$ cat src/rtl/mac_ctrl_pkg.sv
package mac_ctrl_pkg;
  localparam int BIT_ZQ   = 12;
  localparam int BIT_PQ   = 11;
  localparam int BIT_BP   = 8;
  localparam int BIT_WE   = 7;
  localparam int BIT_INC  = 6;
  localparam int BIT_CLR  = 5;
  localparam int BIT_MGMT = 4;

  localparam logic [7:0] ADDR_CTRL     = 8'h00;
  localparam logic [7:0] ADDR_QUANT    = 8'h04;
  localparam logic [7:0] ADDR_CNT_BASE = 8'h10;

  // Assemble the readable view of the control word; all other bits are zero.
  function automatic logic [31:0] ctrl_view(logic bp, logic we, logic mgmt);
    logic [31:0] v;
    v = '0;
    v[BIT_BP]   = bp;
    v[BIT_WE]   = we;
    v[BIT_MGMT] = mgmt;
    return v;
  endfunction
endpackage

$ cat src/rtl/mac_ctrl_cmd.sv
module mac_ctrl_cmd
  import mac_ctrl_pkg::*;
(
  input  logic        clk,
  input  logic        rst_n,
  input  logic        wr_ctrl,
  input  logic [31:0] wdata,
  output logic        bp_bit,
  output logic        we_bit,
  output logic        mgmt_bit,
  output logic        zq_pulse,
  output logic        pq_pulse,
  output logic        inc_pulse,
  output logic        clr_pulse,
  output logic [31:0] ctrl_rd
);
  always_ff @(posedge clk) begin
    if (!rst_n) begin
      bp_bit   <= 1'b0;
      we_bit   <= 1'b0;
      mgmt_bit <= 1'b0;
    end else if (wr_ctrl) begin
      bp_bit   <= wdata[BIT_BP];
      we_bit   <= wdata[BIT_WE];
      mgmt_bit <= wdata[BIT_MGMT];
    end
  end

  assign zq_pulse  = wr_ctrl & wdata[BIT_ZQ];
  assign pq_pulse  = wr_ctrl & wdata[BIT_PQ];
  assign inc_pulse = wr_ctrl & wdata[BIT_INC];
  assign clr_pulse = wr_ctrl & wdata[BIT_CLR];
  assign ctrl_rd   = ctrl_view(bp_bit, we_bit, mgmt_bit);
endmodule

$ cat src/rtl/mac_ctrl_pause.sv
module mac_ctrl_pause #(
  parameter int QW = 16
) (
  input  logic          clk,
  input  logic          rst_n,
  input  logic          set_zero,
  input  logic          set_quant,
  input  logic          tx_idle,
  input  logic [QW-1:0] quantum,
  output logic          pend_zero,
  output logic          pend_quant,
  output logic          pause_req,
  output logic [QW-1:0] pause_quanta
);
  logic serve_zero, serve_quant;

  assign serve_zero  = tx_idle & pend_zero;
  assign serve_quant = tx_idle & ~pend_zero & pend_quant;

  always_ff @(posedge clk) begin
    if (!rst_n) begin
      pend_zero    <= 1'b0;
      pend_quant   <= 1'b0;
      pause_req    <= 1'b0;
      pause_quanta <= '0;
    end else begin
      pend_zero  <= (pend_zero & ~serve_zero) | set_zero;
      pend_quant <= (pend_quant & ~serve_quant) | set_quant;
      pause_req  <= serve_zero | serve_quant;
      if (serve_zero)       pause_quanta <= '0;
      else if (serve_quant) pause_quanta <= quantum;
    end
  end
endmodule

$ cat src/rtl/mac_ctrl_stats.sv
module mac_ctrl_stats #(
  parameter int N_CNT = 4,
  parameter int CNT_W = 16
) (
  input  logic                   clk,
  input  logic                   rst_n,
  input  logic                   clr,
  input  logic                   inc,
  input  logic                   wr_allow,
  input  logic [N_CNT-1:0]       wr_sel,
  input  logic [CNT_W-1:0]       wr_data,
  input  logic [N_CNT-1:0]       evt,
  output logic [N_CNT*CNT_W-1:0] cnt_flat
);
  // Saturating add of 0..2 to a counter value.
  function automatic logic [CNT_W-1:0] bump(logic [CNT_W-1:0] v, logic [1:0] amt);
    logic [CNT_W:0] s;
    s = {1'b0, v} + {{(CNT_W-1){1'b0}}, amt};
    return s[CNT_W] ? {CNT_W{1'b1}} : s[CNT_W-1:0];
  endfunction

  for (genvar g = 0; g < N_CNT; g++) begin : g_cnt
    logic [CNT_W-1:0] q;
    always_ff @(posedge clk) begin
      if (!rst_n)                     q <= '0;
      else if (clr)                   q <= '0;
      else if (wr_allow && wr_sel[g]) q <= wr_data;
      else if (inc || evt[g])         q <= bump(q, {1'b0, inc} + {1'b0, evt[g]});
    end
    assign cnt_flat[g*CNT_W +: CNT_W] = q;
  end
endmodule

$ cat src/rtl/mac_ctrl_regbank.sv
module mac_ctrl_regbank
  import mac_ctrl_pkg::*;
#(
  parameter int N_CNT = 4,
  parameter int CNT_W = 16,
  parameter int QW    = 16
) (
  input  logic              clk,
  input  logic              rst_n,
  input  logic              bus_wr,
  input  logic [7:0]        bus_addr,
  input  logic [31:0]       bus_wdata,
  output logic [31:0]       bus_rdata,
  input  logic [N_CNT-1:0]  cnt_evt,
  input  logic              tx_idle,
  input  logic              half_duplex,
  input  logic              mdc_in,
  input  logic              mdio_oe_in,
  output logic              pause_req,
  output logic [QW-1:0]     pause_quanta,
  output logic              back_pressure,
  output logic              mdc_out,
  output logic              mdio_oe_out
);
  logic                   bp_bit, we_bit, mgmt_en;
  logic                   zq_pulse, pq_pulse, inc_pulse, clr_pulse;
  logic [31:0]            ctrl_rd;
  logic [QW-1:0]          quant_q;
  logic                   pend_zero, pend_quant;
  logic [N_CNT-1:0]       cnt_wr_sel;
  logic                   cnt_load;
  logic [N_CNT*CNT_W-1:0] cnt_flat;

  mac_ctrl_cmd u_cmd (
    .clk(clk), .rst_n(rst_n),
    .wr_ctrl(bus_wr && bus_addr == ADDR_CTRL), .wdata(bus_wdata),
    .bp_bit(bp_bit), .we_bit(we_bit), .mgmt_bit(mgmt_en),
    .zq_pulse(zq_pulse), .pq_pulse(pq_pulse),
    .inc_pulse(inc_pulse), .clr_pulse(clr_pulse), .ctrl_rd(ctrl_rd)
  );

  always_ff @(posedge clk) begin
    if (!rst_n)                              quant_q <= '0;
    else if (bus_wr && bus_addr == ADDR_QUANT) quant_q <= bus_wdata[QW-1:0];
  end

  mac_ctrl_pause #(.QW(QW)) u_pause (
    .clk(clk), .rst_n(rst_n), .set_zero(zq_pulse), .set_quant(pq_pulse),
    .tx_idle(tx_idle), .quantum(quant_q),
    .pend_zero(pend_zero), .pend_quant(pend_quant),
    .pause_req(pause_req), .pause_quanta(pause_quanta)
  );

  for (genvar i = 0; i < N_CNT; i++) begin : g_sel
    assign cnt_wr_sel[i] = bus_wr && (bus_addr == ADDR_CNT_BASE + 8'(4 * i));
  end
  assign cnt_load = we_bit && (|cnt_wr_sel);

  mac_ctrl_stats #(.N_CNT(N_CNT), .CNT_W(CNT_W)) u_stats (
    .clk(clk), .rst_n(rst_n), .clr(clr_pulse), .inc(inc_pulse),
    .wr_allow(we_bit), .wr_sel(cnt_wr_sel), .wr_data(bus_wdata[CNT_W-1:0]),
    .evt(cnt_evt), .cnt_flat(cnt_flat)
  );

  always_comb begin
    bus_rdata = '0;
    if (bus_addr == ADDR_CTRL)       bus_rdata = ctrl_rd;
    else if (bus_addr == ADDR_QUANT) bus_rdata = 32'(quant_q);
    for (int i = 0; i < N_CNT; i++)
      if (bus_addr == ADDR_CNT_BASE + 8'(4 * i))
        bus_rdata = 32'(cnt_flat[i*CNT_W +: CNT_W]);
  end

  assign back_pressure = bp_bit & half_duplex;
  assign mdc_out       = mgmt_en & mdc_in;
  assign mdio_oe_out   = mgmt_en & mdio_oe_in;
endmodule

$ cat config.mk
export PLATFORM = sky130hd
export DESIGN_NAME = mac_ctrl_regbank
export DESIGN_NICKNAME = d
export VERILOG_FILES = /design/src/rtl/mac_ctrl_pkg.sv /design/src/rtl/mac_ctrl_cmd.sv /design/src/rtl/mac_ctrl_pause.sv /design/src/rtl/mac_ctrl_stats.sv /design/src/rtl/mac_ctrl_regbank.sv
export SDC_FILE = /design/constraint.sdc
export NUM_CORES = 1
export LEC_CHECK = 0
export ABC_AREA = 1
export BUFFER_PORTS_ARGS = -buffer_cell sky130_fd_sc_hd__buf_2
export CAP_MARGIN = 0
export CORE_MARGIN = 2
export CORE_UTILIZATION = 25
export CTS_CLUSTER_SIZE = 40
export DETAILED_ROUTE_END_ITERATION = 12
export GPL_ROUTABILITY_DRIVEN = 0
export SLEW_MARGIN = 25
export SYNTH_ARGS = -nofsm -noshare
export SYNTH_HDL_FRONTEND = slang
export SYNTH_SLANG_ARGS = --single-unit
$ cat constraint.sdc
create_clock -name clk -period 2.55 [get_ports clk]
set_clock_uncertainty 0.05 [all_clocks]
set_input_delay 0.1275 -clock clk [delete_from_list [all_inputs] [get_ports clk]]
set_output_delay 0.1275 -clock clk [all_outputs]
set_load 0.05 [all_outputs]
; ---- After elaboration in Yosys (flattened, before gate mapping)
; Cells that the tools add are included.
[totals]
regBits = 102
inputBits = 51
wordCells = 83
output_inout_bits = 52
[classes]
addsub = 8
n_eq_ne = 5
bitwise_logic = 19
n_reduce_logical = 21
muxes = 18
[op_table]
columns = op, n
row1 = 16-bit 2-to-1 mux, 14
row2 = 32-bit 2-to-1 mux, 4
row3 = 16-bit by 2-bit adder with 17-bit output, 4
row4 = 8-bit by 5-bit equality test with 1-bit output (second input constant), 4
row5 = 1-bit AND, 12
row6 = 1-bit logical AND, 10
row7 = 1-bit by 1-bit adder with 2-bit output, 4
row8 = 8-bit by 3-bit equality test with 1-bit output (second input constant), 1
row9 = 8-bit zero test, 1
row10 = 2-bit nonzero test, 4
row11 = 1-bit logical OR, 4
row12 = 1-bit inverter, 4
row13 = 2-bit OR reduction, 2
row14 = 1-bit bitwise OR, 3

; ---- Longest topological paths before layout
[depth]
depth_word = 8
ltp_mapped = 22
ltp_nobuf = 22

; ---- By module
; Synthesis repeated with hierarchy kept, for this count alone.
[unflattened]
hier_cells = 1172
hier_area_um2 = 7304.5
[by_module_without_submodules]
columns = module, cells_per_inst, n_inst, area_each_um2, seq_area_each_um2
row1 = mac_ctrl_stats, 682, 1, 4413.0, 1281.2
row2 = mac_ctrl_regbank, 315, 1, 1687.9, 320.3
row3 = mac_ctrl_pause, 115, 1, 794.5, 380.4
row4 = mac_ctrl_cmd, 60, 1, 409.1, 60.1

; ---- Worst setup path after synthesis
; No wires, ideal clock.
[synth_path]
path_kind = input to register
from = input bus_addr[1]
to = register u_stats.g_cnt[3].q[0]
path_slack_ns = -0.164
stages = 19
n_path_buf = 0
arrival_time_ns = 2.594
required_ns = 2.430
setup_ns = 0.070
cell_sequence = nor2_1 nand2_2 nor2_4 nand3_4 xor2_1 inv_1 ha_1 o21bai_4 ha_1 nand3_1 nor2_1 nand3_1 nor3_2 nand2_1 nor2_4 inv_1 nand2_1 o21ai_0 a21oi_1
[synth_between]
elab_chain_cells = 8
word_cells_on_any_way = 15
cone_classes = add/sub (2) / eq/ne (1) / mux (3) / bitwise (2) / reduce/logical (7)
[synth_lines]
columns = item, line
row1 = start: declaration, mac_ctrl_regbank.sv:11  ; input logic [7:0] bus_addr,
row2 = 8-bit zero test, mac_ctrl_regbank.sv:36  ; .wr_ctrl(bus_wr && bus_addr == ADDR_CTRL), .wdata(bus_wdata),
row3 = 1-bit logical AND, mac_ctrl_regbank.sv:36
row4 = 1-bit AND, mac_ctrl_cmd.sv:31  ; assign inc_pulse = wr_ctrl & wdata[BIT_INC];
row5 = 1-bit by 1-bit adder with 2-bit output, mac_ctrl_stats.sv:28  ; else if (inc || evt[g]) q <= bump(q, {1'b0, inc} + {1'b0, evt[g]});
row6 = 16-bit by 2-bit adder with 17-bit output, mac_ctrl_stats.sv:18  ; s = {1'b0, v} + {{(CNT_W-1){1'b0}}, amt};
row7 = 16-bit 2-to-1 mux, mac_ctrl_stats.sv:19  ; return s[CNT_W] ? {CNT_W{1'b1}} : s[CNT_W-1:0];
row8 = 16-bit 2-to-1 mux, mac_ctrl_stats.sv:28
row9 = 16-bit 2-to-1 mux, mac_ctrl_stats.sv:27  ; else if (wr_allow && wr_sel[g]) q <= wr_data;
row10 = end signal: assignment, mac_ctrl_stats.sv:27
row11 = end signal: assignment, mac_ctrl_stats.sv:28
row12 = end: declaration, mac_ctrl_stats.sv:23  ; logic [CNT_W-1:0] q;
; Several ways; a longest one is shown, not always the timed one. The select of a mux whose other input is x is not followed.
; A chain may end at the register's enable or synchronous reset.

; ---- Worst setup path after layout
[layout_path]
from = register u_stats.g_cnt[2].q[0]
to = register u_stats.g_cnt[2].q[4]
[layout_between]
elab_chain_cells = 4
[layout_lines]
columns = item, line
row1 = start: declaration, mac_ctrl_stats.sv:23
row2 = start signal: assignment, mac_ctrl_stats.sv:27
row3 = start signal: assignment, mac_ctrl_stats.sv:28
row4 = 16-bit by 2-bit adder with 17-bit output, mac_ctrl_stats.sv:18
row5 = 16-bit 2-to-1 mux, mac_ctrl_stats.sv:19
row6 = 16-bit 2-to-1 mux, mac_ctrl_stats.sv:28
row7 = 16-bit 2-to-1 mux, mac_ctrl_stats.sv:27
; Every way passes these cells. The select of a mux whose other input is x is not followed.

==> flow_metrics.py <==
metrics = {
    "run_status": {
        "run_status": "finished clean",
    },
    "power_and_ir_drop": {
        "pwr-share-comb_pct": 11.3,
        "p_total_w": 0.00347,
        "p_sw_w": 0.00101,
        "internal_power_w": 0.00246,
        "seq_power_share_pct": 48.2,
        "ir_worst_vdd_v": 0.000244,
        "leakage_nw": 3.20,
        "clock_power_share_pct": 40.5,
        "power.density_nw_per_um2": 439,
        "swShare_pct": 29.1,
    },
    "yosys": {
        "synth_area_leaders": "dfxtp_1 (32%), nand2_1 (11%), a21oi_1 (7.5%)",
        "synthSimpleGateAreaFrac_pct": 28.1,
        "synth_top_family_by_area": "simple AND/OR/NAND/NOR gates",
        "ys_types": 45,
        "synth_ff_type": "dfxtp_1",
        "yosys.area.top_type": "dfxtp_1",
        "ys_ff_latch": 102,
        "synth.avg_cell_area_um2": 6.68,
        "netlist_area_um2": 6420,
        "ys_async_sr_fraction_pct": 0,
        "synth-compound-area-share_pct": 23.8,
        "synth_cells": 960,
        "synth_adder_area_share_pct": 1.56,
        "synth_commonest_cells": "nand2_1 (184), inv_1 (124), dfxtp_1 (102)",
        "synth_edf_count": 0,
        "synthMuxAreaShare_pct": 0,
        "synth_top_area_share_pct": 31.8,
        "yosys_warnings": 0,
        "synth_xor_area_share_pct": 2.73,
        "yosysMostFrequentCell": "nand2_1",
        "yosysSeqAreaShare_pct": 31.8,
    },
    "timing": {
        "worst_pin_slew_ns": 0.984,
        "fmax_mhz": 407,
        "slew_violations": 0,
        "final.setup.tns_ns": 0,
        "fin_crit_sh_pct": 96.3,
        "period_needed_ns": 2.46,
        "setup_viol": 0,
        "hold_violations": 0,
        "slew_headroom_pct": 34.3,
    },
    "clocking": {
        "cts.sinks": 102,
        "cts_tree": "done",
        "htreeDepth": 3,
        "cts_made_buffers": 9,
        "clk_pin_slew_worst_paths_ns": 0.08,
        "clockBufferDepth": 2,
        "root_buffer": "clkbuf_16",
        "clk_latency_ns": 0.37,
    },
    "place": {
        "place_area_um2": 7460,
        "io_buffers": 70,
        "hpwlAfterDp_um": 18400,
    },
    "flow_run": {
        "drv_cap": 0,
    },
    "route": {
        "wl_per_cell_um": 17.4,
        "vias": 7132,
        "initialDrtViolationCount": 887,
        "drtPass1Iterations": 5,
        "routed_wl_um": 24300,
        "routed_via_density": 5.09,
        "drtAntennaViolNets": 0,
        "drc_errors": 0,
    },
    "setup_path": {
        "slowest_delay_ns": 0.36,
        "crit_top_cell": "nand2_2",
        "critPathArrivalTime_ns": 2.71,
        "start_kind": "flop",
        "crit_slowest_cell": "dfxtp_1",
        "critPathKind": "reg -> reg",
        "cp-end-kind": "flop",
        "crit_fanout": 4,
        "cp.required_ns": 2.80,
        "crit_chain": "xor2_1 -> inv_1 -> ha_1 -> inv_1 -> nand2_2 -> ha_4 -> nand3_4 -> nor2_4 -> nand2_2 -> nor2_2 -> nand2_1 -> nor2_1 -> nand4_2 -> nand2_2 -> inv_2 -> nand2_1 -> nand3_1 -> nor2_1",
    },
    "global_routing": {
        "grt_usage_pct": 17.8,
        "grt_pass1_vias": 6377,
        "grt_max_degree": 39,
        "grt-ovfl-total": 0,
        "grt_pass1_wl_um": 36400,
        "antenna_found_initial": 0,
    },
    "floorplanning": {
        "num_rows": 58,
        "initial_utilization_pct": 25.5,
        "die_w_um": 164,
        "die_y_um": 164,
        "dieArea_um2": 27000,
        "core_um2": 25200,
        "num_io_pins": 103,
    },
    "min_path": {
        "hold_path_class": "in -> reg",
    },
    "layout": {
        "drive_gt1_share_pct": 20.0,
        "nets": 1125,
        "antenna_cells": 0,
        "finalInstanceArea_um2": 7900,
        "syn2layout_area_growth_pct": 23.1,
    },
}
## routing by layer
metal	vias to the layer above	global-route usage, %	share of wire, %
met5	-	0	0
met4	0	7.30	3.5
met3	54	4.82	9.5
met2	327	26.1	42
met1	3294	24.6	45
li1	3457	-	-
## stage by stage
step	instances	hold slack, ns	worst slack, ns	utilization (%)
global placement	1374	0.393	-0.238	29.6
global route	1401	0.0878	-0.0786	31.4
floorplan	975	0.221	-0.0406	-
CTS	1391	0.0371	0.0751	30.8
detailed placement	1374	0.389	-0.292	29.6
finish	1401	0.0449	0.0941	31.4
## repair_timing
action | CTS | global route
endpoints found under the setup margin | 0 | 34
hold endpoints to repair | 1 | 0
gates resized for setup | 0 | 16
hold buffers | 1 | 0
setup buffers | 0 | 9
## sequential cells by signal, summed over array words and instances, names as in the netlist
signal,flops
quant_q,16
u_cmd.bp_bit,1
u_cmd.mgmt_bit,1
u_cmd.we_bit,1
u_pause.pause_quanta,16
u_pause.pause_req,1
u_pause.pend_quant,1
u_pause.pend_zero,1
u_stats.g_cnt.q,64
## worst max-delay path, delay by kind of cell, from the launching register on
| family | cells | cell delay [ns] |
|---|---|---|
| AND/OR/NAND/NOR | 12 | 1.32 |
| flip-flops | 1 | 0.36 |
| adder cells (fa/ha/maj) | 2 | 0.30 |
| buffers and inverters | 3 | 0.18 |
| XOR/XNOR | 1 | 0.17 |
## final timing paths
kind	startpoint	endpoint	slack, ns	depth (start not counted)
hold reg to reg	u_pause.pause_quanta[2]$_SDFFE_PP0P_	u_pause.pause_quanta[2]$_SDFFE_PP0P_	0.41	2
setup / recovery	u_stats.g_cnt[2].q[0]$_SDFFE_PP0P_	u_stats.g_cnt[2].q[4]$_SDFFE_PP0P_	0.09	18
hold / removal	bus_wdata[9]	u_stats.g_cnt[1].q[9]$_SDFFE_PP0P_	0.04	5
setup reg to reg	u_stats.g_cnt[2].q[0]$_SDFFE_PP0P_	u_stats.g_cnt[2].q[4]$_SDFFE_PP0P_	0.09	18
## power by group through the flow
stage	clock (W)	combinational (W)	sequential (W)
3_3_place_gp	0	0.000376	0.00171
4_1_cts	0.00143	0.000381	0.00167
2_1_floorplan	0	0.000258	0.00169
6_report	0.00141	0.000393	0.00167
3_5_place_dp	0	0.000378	0.00171
5_1_grt	0.00149	0.000423	0.00168
## cell families after synthesis
group                    after synthesis
AO/OA/AOI/OAI                        252
XOR/XNOR                              20
adder cells (fa/ha/maj)                8
buffers and inverters                184
flip-flops                           102
other                                  1
AND/OR/NAND/NOR                      393
## placed cells by master (no fill, tap or decap), types with 17 or more instances in the layout
cell type	netlist	routed
nor2_1	71	64
inv_1	124	122
dfxtp_1	102	102
o211ai_1	20	20
nand2_1	184	175
o21ai_0	61	58
buf_2	8	70
nor3_1	17	17
nand4_1	37	37
nand3_1	53	48
buf_4	18	57
a21oi_1	96	95
## area by class of cell
type	count	area (µm²)
clock buffer	11	253
clock inverter	5	41.3
fill	2716	17300
inverter	134	503
multi-input combinational	690	3850
sequential	102	2040
tap	330	413
timing repair buffer	129	800
Power figures use the tool's default switching activity.
